==> src/rtl/nco_pkg.sv <==
package nco_pkg;
    localparam int BUS_W   = 16;
    localparam int PHASE_W = 32;
    localparam int POFF_W  = 16;
    localparam int PSK_W   = 3;
    localparam int N_FREQ  = 2;
    localparam int HALF_W  = PHASE_W / 2;

    typedef logic [PHASE_W-1:0] phase_t;
    typedef logic [POFF_W-1:0]  poff_t;
    typedef logic [PSK_W-1:0]   psk_t;

    typedef struct packed {
        logic psk_on;
        logic ofs_on;
    } ctrl_t;

    typedef enum logic [0:0] {
        SLOT_CENTER = 1'b0,
        SLOT_OFFSET = 1'b1
    } slot_e;

    function automatic phase_t align_poff(input poff_t p);
        return {p, {(PHASE_W-POFF_W){1'b0}}};
    endfunction

    function automatic phase_t align_psk(input psk_t s);
        return {s, {(PHASE_W-PSK_W){1'b0}}};
    endfunction
endpackage

==> src/rtl/nco_regfile.sv <==
module nco_regfile
    import nco_pkg::*;
(
    input  logic             clk,
    input  logic             rst,
    input  logic [BUS_W-1:0] wr_data,
    input  logic             wr_hi,
    input  logic             we_cfreq,
    input  logic             we_ofreq,
    input  logic             we_ctrl,
    input  logic             we_phase,
    input  logic             frq_load,
    output phase_t           cf_act,
    output phase_t           of_act,
    output phase_t           freq_sel,
    output ctrl_t            ctrl,
    output poff_t            poff
);
    logic [N_FREQ-1:0] we_vec;
    phase_t            act [N_FREQ];

    assign we_vec[SLOT_CENTER] = we_cfreq;
    assign we_vec[SLOT_OFFSET] = we_ofreq;

    for (genvar k = 0; k < N_FREQ; k++) begin : g_slot
        phase_t stg_q, act_q;
        always_ff @(posedge clk) begin
            if (rst) begin
                stg_q <= '0;
                act_q <= '0;
            end else begin
                if (we_vec[k]) begin
                    if (wr_hi) stg_q[PHASE_W-1:HALF_W] <= wr_data;
                    else       stg_q[HALF_W-1:0]       <= wr_data;
                end
                if (frq_load) act_q <= stg_q;
            end
        end
        assign act[k] = act_q;
    end

    always_ff @(posedge clk) begin
        if (rst) begin
            ctrl <= '0;
            poff <= '0;
        end else begin
            if (we_ctrl)  ctrl <= ctrl_t'(wr_data[1:0]);
            if (we_phase) poff <= wr_data;
        end
    end

    assign cf_act   = act[SLOT_CENTER];
    assign of_act   = act[SLOT_OFFSET];
    assign freq_sel = cf_act + (ctrl.ofs_on ? of_act : '0);
endmodule

==> src/rtl/nco_accum.sv <==
module nco_accum
    import nco_pkg::*;
(
    input  logic   clk,
    input  logic   rst,
    input  logic   clr,
    input  logic   en,
    input  phase_t freq,
    output phase_t acc_q
);
    always_ff @(posedge clk) begin
        if (rst || clr) acc_q <= '0;
        else if (en)    acc_q <= acc_q + freq;
    end
endmodule

==> src/rtl/nco_phase_out.sv <==
module nco_phase_out
    import nco_pkg::*;
(
    input  logic   clk,
    input  logic   rst,
    input  logic   en,
    input  psk_t   psk_sym,
    input  logic   psk_on,
    input  phase_t acc_q,
    input  poff_t  poff,
    output phase_t phase_arg,
    output logic   phase_valid
);
    psk_t psk_q;
    logic vld_q;

    always_ff @(posedge clk) begin
        if (rst) begin
            psk_q       <= '0;
            vld_q       <= 1'b0;
            phase_arg   <= '0;
            phase_valid <= 1'b0;
        end else begin
            psk_q       <= psk_on ? psk_sym : '0;
            vld_q       <= en;
            phase_arg   <= acc_q + align_poff(poff) + align_psk(psk_q);
            phase_valid <= vld_q;
        end
    end
endmodule

==> src/rtl/nco_phase_gen.sv <==
module nco_phase_gen
    import nco_pkg::*;
(
    input  logic               clk,
    input  logic               rst,
    input  logic [BUS_W-1:0]   wr_data,
    input  logic               wr_hi,
    input  logic               we_cfreq,
    input  logic               we_ofreq,
    input  logic               we_ctrl,
    input  logic               we_phase,
    input  logic               frq_load,
    input  logic               acc_clr,
    input  logic               acc_en,
    input  logic [PSK_W-1:0]   psk_sym,
    output logic [PHASE_W-1:0] phase_arg,
    output logic               phase_valid
);
    phase_t cf_act, of_act, freq_sel, acc_q;
    ctrl_t  ctrl;
    poff_t  poff;

    nco_regfile u_regs (
        .clk(clk), .rst(rst), .wr_data(wr_data), .wr_hi(wr_hi),
        .we_cfreq(we_cfreq), .we_ofreq(we_ofreq), .we_ctrl(we_ctrl),
        .we_phase(we_phase), .frq_load(frq_load),
        .cf_act(cf_act), .of_act(of_act), .freq_sel(freq_sel),
        .ctrl(ctrl), .poff(poff)
    );

    nco_accum u_acc (
        .clk(clk), .rst(rst), .clr(acc_clr), .en(acc_en),
        .freq(freq_sel), .acc_q(acc_q)
    );

    nco_phase_out u_out (
        .clk(clk), .rst(rst), .en(acc_en), .psk_sym(psk_sym),
        .psk_on(ctrl.psk_on), .acc_q(acc_q), .poff(poff),
        .phase_arg(phase_arg), .phase_valid(phase_valid)
    );
endmodule

==> config.mk <==
export PLATFORM = sky130hd
export DESIGN_NAME = nco_phase_gen
export DESIGN_NICKNAME = d
export VERILOG_FILES = /design/src/rtl/nco_pkg.sv /design/src/rtl/nco_regfile.sv /design/src/rtl/nco_accum.sv /design/src/rtl/nco_phase_out.sv /design/src/rtl/nco_phase_gen.sv
export SDC_FILE = /design/constraint.sdc
export NUM_CORES = 1
export LEC_CHECK = 0
export BUFFER_PORTS_ARGS = -buffer_cell sky130_fd_sc_hd__clkbuf_2
export CAP_MARGIN = 30
export CELL_PAD_IN_SITES_DETAIL_PLACEMENT = 1
export CELL_PAD_IN_SITES_GLOBAL_PLACEMENT = 1
export CORE_AREA = 2 2 202 204
export DETAILED_ROUTE_END_ITERATION = 10
export DIE_AREA = 0 0 204 206
export PLACE_DENSITY_LB_ADDON = 0.1
export SLEW_MARGIN = 20
export SYNTH_ARGS = -nofsm -noshare
export SYNTH_HDL_FRONTEND = slang
export SYNTH_HIERARCHICAL = 1
export SYNTH_SLANG_ARGS = --single-unit
==> constraint.sdc <==
create_clock -name clk -period 6.1 [get_ports clk]
set_clock_uncertainty 0.15 [all_clocks]
set_input_delay 0.915 -clock clk [delete_from_list [all_inputs] [get_ports clk]]
set_output_delay 0.915 -clock clk [all_outputs]
set_load 0.005 [all_outputs]
==> results_dict.tcl, run 1 <==
set metrics [dict create \
    outcome "finished, final reports clean" \
    synth-seq-area-share 0.3628 \
    grt_pass1_wl_microns 56500 \
    powerDensity_mw_per_mm2 243.9 \
    yosys_warnings 6 \
    synthDistinctLibCells 79 \
    wire_per_inst_microns 18.58 \
    drv_cap 0 \
    holdWs_ps 287.3 \
    crit_buf_inv 0 \
    syn_area_per_cell_sq_um 8.547 \
    cp-end-kind "register" \
    drive_gt1_frac 0.09327 \
    grt.total_usage 0.1723 \
    crit_required_ps 6420 \
    worstHoldPathType "register to register" \
    ant_nets 0 \
    ioPinCount 62 \
    yosys.area.top_type "dfxtp_1" \
    post_synth_inst_count 1388 \
    synthTopCellsByArea "dfxtp_1, ha_1, mux2i_1" \
    wirelength_microns 36380 \
    grt_pass1_vias 9559 \
    io_buffer_count 61 \
    antenna_found_initial 0 \
    max_stage_delay_ps 440 \
    dieArea_sq_mm 0.04202 \
    tightest_slew_ps 973.6 \
    synth_commonest_cells "dfxtp_1, nand2_1, a21oi_1" \
    max_freq_mhz 193.6 \
    core_area_sq_mm 0.04018 \
    cp_slowest_cell "a2111oi_4" \
    synth_area_sq_mm 0.01186 \
    start_util 0.2952 \
    n_antenna_cell 0 \
    place.gp.congestion 0.8219 \
    max_slew_margin 0.3503 \
    dp_hpwl_microns 26870 \
    setup_viol 0 \
    vias_per_cell 4.975 \
    nets 1534 \
    die_y_microns 206 \
    row_count 74 \
    grt_max_degree 80 \
    ys_async_sr_fraction 0 \
    fin_crit_sh 0.8466 \
    post_cts_resized 0 \
    crit_chain "and2_1 -> ha_1 -> fa_1 -> a21o_1 -> a221oi_2 -> a211oi_2 -> a211oi_2 -> o21bai_1 -> xor2_1 -> ha_1 -> and3_1 -> o211ai_1 -> o21bai_4 -> a2111oi_4 -> nor2_2 -> o31a_1 -> o311ai_1 -> mux2i_1" \
    clkTransAtPathRegs_ps 60 \
    ir_worst_vdd_mv 0.2234 \
    tritoncts "done" \
    cts_sinks 215 \
    grt_setup_unrepaired "no" \
    synthFlopType "dfxtp_1" \
    cts_root_buf "clkbuf_16" \
    arrival_ps 5490 \
    cts_hold_buf 0 \
    clock_latency_ps 550 \
    drv_slew 0 \
    synth_edf_count 0 \
    setup.worst_path.class "register to register" \
    p_leak_uw 0.005975 \
    grt-ovfl-total 0 \
    vias 9742 \
    area_delta_synth_final_pct 13.21 \
    drt_iter0_drc 470 \
    synth.ff_latch_count 215 \
    post_cts_buffers 0 \
    numCtsBuffers 26 \
    fin_crit_ps 5164 \
    first_pass_iters 5 \
    synth_top_cell_area_share 0.3628 \
    syn_nets 1511 \
    crit_family "compound AO/OA/AOI/OAI gates" \
    cts_max_level 1 \
    start_kind "register" \
    die_x_microns 204 \
    setup_tns_ps 0 \
    yosysMostFrequentCell "dfxtp_1" \
    remaining_drc_errors 0 \
    clockBufferDepth 3 \
    hold_violations 0 \
    worstPathMaxFanout 10 \
]
## cell usage in the layout, fill, tap and decap left out, drive strengths merged, types with 4 or more instances in the layout
| cell type | count |
|---|---|
| nor2 | 139 |
| nand3b | 4 |
| fa | 5 |
| ha | 89 |
| nand4 | 12 |
| buf | 10 |
| o31ai | 5 |
| nand2b | 8 |
| and2 | 44 |
| nor3 | 27 |
| dfxtp | 215 |
| mux2 | 4 |
| o21a | 13 |
| a21boi | 5 |
| o21bai | 10 |
| a31oi | 6 |
| xor2 | 18 |
| a21oi | 147 |
| and3 | 18 |
| nand4b | 4 |
| or3 | 9 |
| o211ai | 12 |
| o21ai | 32 |
| nor4 | 4 |
| clkbuf | 97 |
| inv | 18 |
| a211oi | 11 |
| a21o | 36 |
| nand3 | 24 |
| mux2i | 100 |
| xnor2 | 31 |
| nor2b | 34 |
| nand2 | 184 |
## where the power goes
| group | switching, uW | internal [uW] |
|---|---|---|
| Clock | 616 | 915 |
| Sequential | 31.3 | 1450 |
| Combinational | 172 | 92.1 |
## kinds of logic after synthesis
kind of cell / Yosys count / share of synthesized area
adders and majority gates: 94 / 0.1023
buffers and inverters: 92 / 0.03175
and+or+nand+nor: 522 / 0.2060
AOI/OAI and AO/OA: 312 / 0.1725
xor gates and xnor gates: 49 / 0.03618
muxes: 104 / 0.08849
DFF: 215 / 0.3628
## worst register-to-register path: stages (launching register included)
cell and delay [ps]:
dfxtp_1 370, and2_1 170, ha_1 220, fa_1 410, a21o_1 220, a221oi_2 390
a211oi_2 210, a211oi_2 340, o21bai_1 160, xor2_1 170, ha_1 380, and3_1 230
o211ai_1 100, o21bai_4 200, a2111oi_4 440, nor2_2 110, o31a_1 310, o311ai_1 310
mux2i_1 210
## metrics by stage
step / power, uW / worst slack [ps] / cells / area (sq um) / util
final: 3276 / 935.9 / 1958 / 13430 / 0.3342
after global routing: 3426 / 646.5 / 1958 / 13430 / 0.3342
after CTS: 3343 / 897.4 / 1958 / 13430 / 0.3342
after detailed placement: 1781 / 909.6 / 1915 / 12600 / 0.3135
after global placement: 1776 / 1069 / 1915 / 12600 / 0.3135
after floorplan: 1678 / 1538 / 1388 / 11860 / -
## final cells by class
class / count / area (sq um)
well taps: 532 / 665.6
repair buffers: 69 / 374.1
clock buffers: 38 / 777.0
fillers: 4772 / 26750
clock inverters: 5 / 56.30
inverters: 18 / 67.56
multi-input cells: 1081 / 7184
flip-flops and latches: 215 / 4304
## metal layers
| metal | vias to the layer above | GRT usage | share of wire |
|---|---|---|---|
| met4 | 0 | 0.03520 | 0.013 |
| met5 | - | 0 | 0 |
| met2 | 123 | 0.2646 | 0.43 |
| met3 | 32 | 0.02081 | 0.030 |
| met1 | 4672 | 0.2573 | 0.53 |
| li1 | 4915 | - | - |
## state kept, by name (all words and copies together) (netlist names)
signal	cells
u_regs/g_slot.stg_q	64
u_acc/acc_q	32
u_out/phase_arg	32
u_regs/cf_act	32
u_regs/of_act	32
u_regs/poff	16
u_out/psk_q	3
u_regs/ctrl	2
u_out/phase_valid	1
u_out/vld_q	1
## final timing paths
kind | start | slack (ps) | to | cells after the start
hold reg to reg | u_out/vld_q | 290 | u_out/phase_valid | 1
setup / recovery | u_regs/ctrl[0] | 940 | u_acc/acc_q[31] | 18
hold / removal | u_out/vld_q | 290 | u_out/phase_valid | 1
setup reg to reg | u_regs/ctrl[0] | 940 | u_acc/acc_q[31] | 18
Power figures use the tool's default switching activity.
==> run 2, diff against run 1 <==
clock period = 4.6 ns   (was 6.1 ns; I/O delays follow)
==> run 2 against run 1 <==
Effect of this change:
- critical path depth is 2 higher
- power is 34% higher
- cell count is 4.3% higher
- worst hold slack worse by 89 ps
- via count is 2.6% higher
- largest power group unchanged
==> results_dict.tcl, run 2 (synthesis gave the netlist of run 1 again) <==
set metrics [dict create \
    switchingPower_uw 1099 \
    max_freq_mhz 221.4 \
    ir_worst_vdd_mv 0.2414 \
    cts_max_level 1 \
    largest_reg_flops 64 \
    r2r_slack_ps 80 \
    final_cells 2043 \
    cts_root_buf "clkbuf_16" \
    ioPinCount 62 \
    p_total_uw 4386 \
    rr_worst_depth 20 \
    clockBufferDepth 3 \
    row_count 74 \
    die_y_microns 206 \
    seq_power_share 0.448 \
    grt_pass1_wl_microns 57660 \
    grt-ovfl-total 0 \
    dp_hpwl_microns 27160 \
    vias 9991 \
    powerDensity_mw_per_mm2 305.0 \
    drv_slew 0 \
    remaining_drc_errors 0 \
    multi_input_area_sq_mm 0.007463 \
    drt_iter0_drc 465 \
    worstHoldStart "psk_sym[1]" \
    tritoncts "done" \
    worstPathMaxFanout 6 \
    dpl_worst_slack_ps -184.6 \
    area_delta_synth_final_pct 21.24 \
    io_buffer_count 61 \
    regMostFlops "u_regs/g_slot.stg_q" \
    setup.worst_path.class "register to register" \
    wirelength_microns 36850 \
    final_cell_area_sq_mm 0.01438 \
    max_slew_margin 0.4094 \
    clkPwrFrac 0.467 \
    cts_sinks 215 \
    regArea_sq_mm 0.004308 \
    grt.total_usage 0.1748 \
    grt_pass1_vias 10050 \
    p_leak_uw 0.006464 \
    fillers 4766 \
    whs_path_depth 2 \
    first_pass_iters 4 \
    core_area_sq_mm 0.04018 \
    die_x_microns 204 \
    p_int_uw 3288 \
    outcome "finished, final reports clean" \
    arrival_ps 4790 \
    wire_per_inst_microns 18.04 \
    grt_setup_unrepaired "yes" \
    final_common_cell "dfxtp_1" \
    comb_power_share 0.085 \
    hold_violations 0 \
    drive_gt1_frac 0.1760 \
    nets 1618 \
    reg2reg_from "u_regs/ctrl[0]" \
    setup_viol 0 \
    n_antenna_cell 0 \
    clock_latency_ps 560 \
    start_kind "register" \
    dp.cells 1979 \
    layout_common_cells "dfxtp_1, nand2_1, nor2_1" \
    start_util 0.2952 \
    crit_required_ps 4870 \
    grt_max_degree 169 \
    clkTransAtPathRegs_ps 60 \
    postPlaceCellArea_sq_mm 0.01309 \
    ant_nets 0 \
    numCtsBuffers 26 \
    tightest_slew_ps 885.9 \
    place.gp.congestion 0.8534 \
    setup_ws_ps 83.23 \
    whs_endpoint "u_out/psk_q[1]" \
    timing.rr.end "u_acc/acc_q[26]" \
    dieArea_sq_mm 0.04202 \
    drv_cap 0 \
    fin_crit_ps 4517 \
    switching_share 0.2505 \
    cp-end-kind "register" \
    antenna_found_initial 0 \
    cts_hold_buf 0 \
    worstHoldPathType "input port to register" \
    vias_per_cell 4.890 \
    fin_crit_sh 0.9819 \
]
==> run 2: metal layers <==
metal  GRT usage  share of wire  wire length, microns
met3     0.01924          0.027                  1001
met5           0              0                     0
met1      0.2634           0.53                 19660
met4     0.04348          0.019                   708
met2      0.2634           0.42                 15480
==> run 2: worst max-delay path by stage <==
stage	from	to	slack, ps
after floorplan	u_regs/ctrl[0]	u_acc/acc_q[31]	40
after global placement	u_regs/ctrl[0]	u_acc/acc_q[24]	-100
after detailed placement	u_regs/ctrl[0]	u_acc/acc_q[31]	-180
after global routing	u_regs/ctrl[0]	u_acc/acc_q[28]	-160
after CTS	u_regs/ctrl[0]	u_acc/acc_q[31]	9
final	u_regs/ctrl[0]	u_acc/acc_q[26]	80
==> run 2: per-stage QoR <==
step | hold WS [ps] | setup TNS, ps | utilization
6_report | 198.4 | 0 | 0.3579
5_1_grt | 187.5 | -821.8 | 0.3579
4_1_cts | 169.1 | 0 | 0.3483
3_5_place_dp | 280.3 | -805.5 | 0.3257
3_3_place_gp | 269.1 | -283.6 | 0.3257
2_1_floorplan | 263.8 | 0 | -
==> run 2: area by class of cell <==
| class | instances | share of cell area |
|---|---|---|
| clock inverters | 7 | 0.006873 |
| multi-input cells | 1081 | 0.5189 |
| well taps | 532 | 0.04628 |
| repair buffers | 153 | 0.07212 |
| flip-flops and latches | 215 | 0.2995 |
| inverters | 18 | 0.004698 |
| clock buffers | 37 | 0.05159 |
==> run 2: critical path, stage by stage, from the launching register on <==
cell and delay (ps):
dfxtp_4 350, and2_4 140, ha_4 160, fa_2 350, a21o_1 190, a221oi_2 230, buf_4 170, a211oi_4 70
or3_1 400, a21oi_2 140, xnor2_1 130, ha_1 280, and4_1 220, and3_1 160, a21o_1 170, o2111a_2 290
nor4_4 220, buf_4 170, o31ai_2 80, xnor2_1 210, o21ai_1 100
==> run 2: power groups by stage <==
stage | clock, uW | sequential (uW) | combinational, uW
after CTS | 2120 | 1970 | 370
after detailed placement | 0 | 2010 | 367
final | 2050 | 1960 | 373
after global routing | 2190 | 1970 | 418
after global placement | 0 | 2000 | 361
after floorplan | 0 | 1990 | 239
==> run 2: timing repair <==
action	4_1_cts	5_1_grt
buffers inserted	1	18
cloned	0	0
gates resized for setup	11	55
endpoints found under the setup margin	11	13
pin swaps	11	51
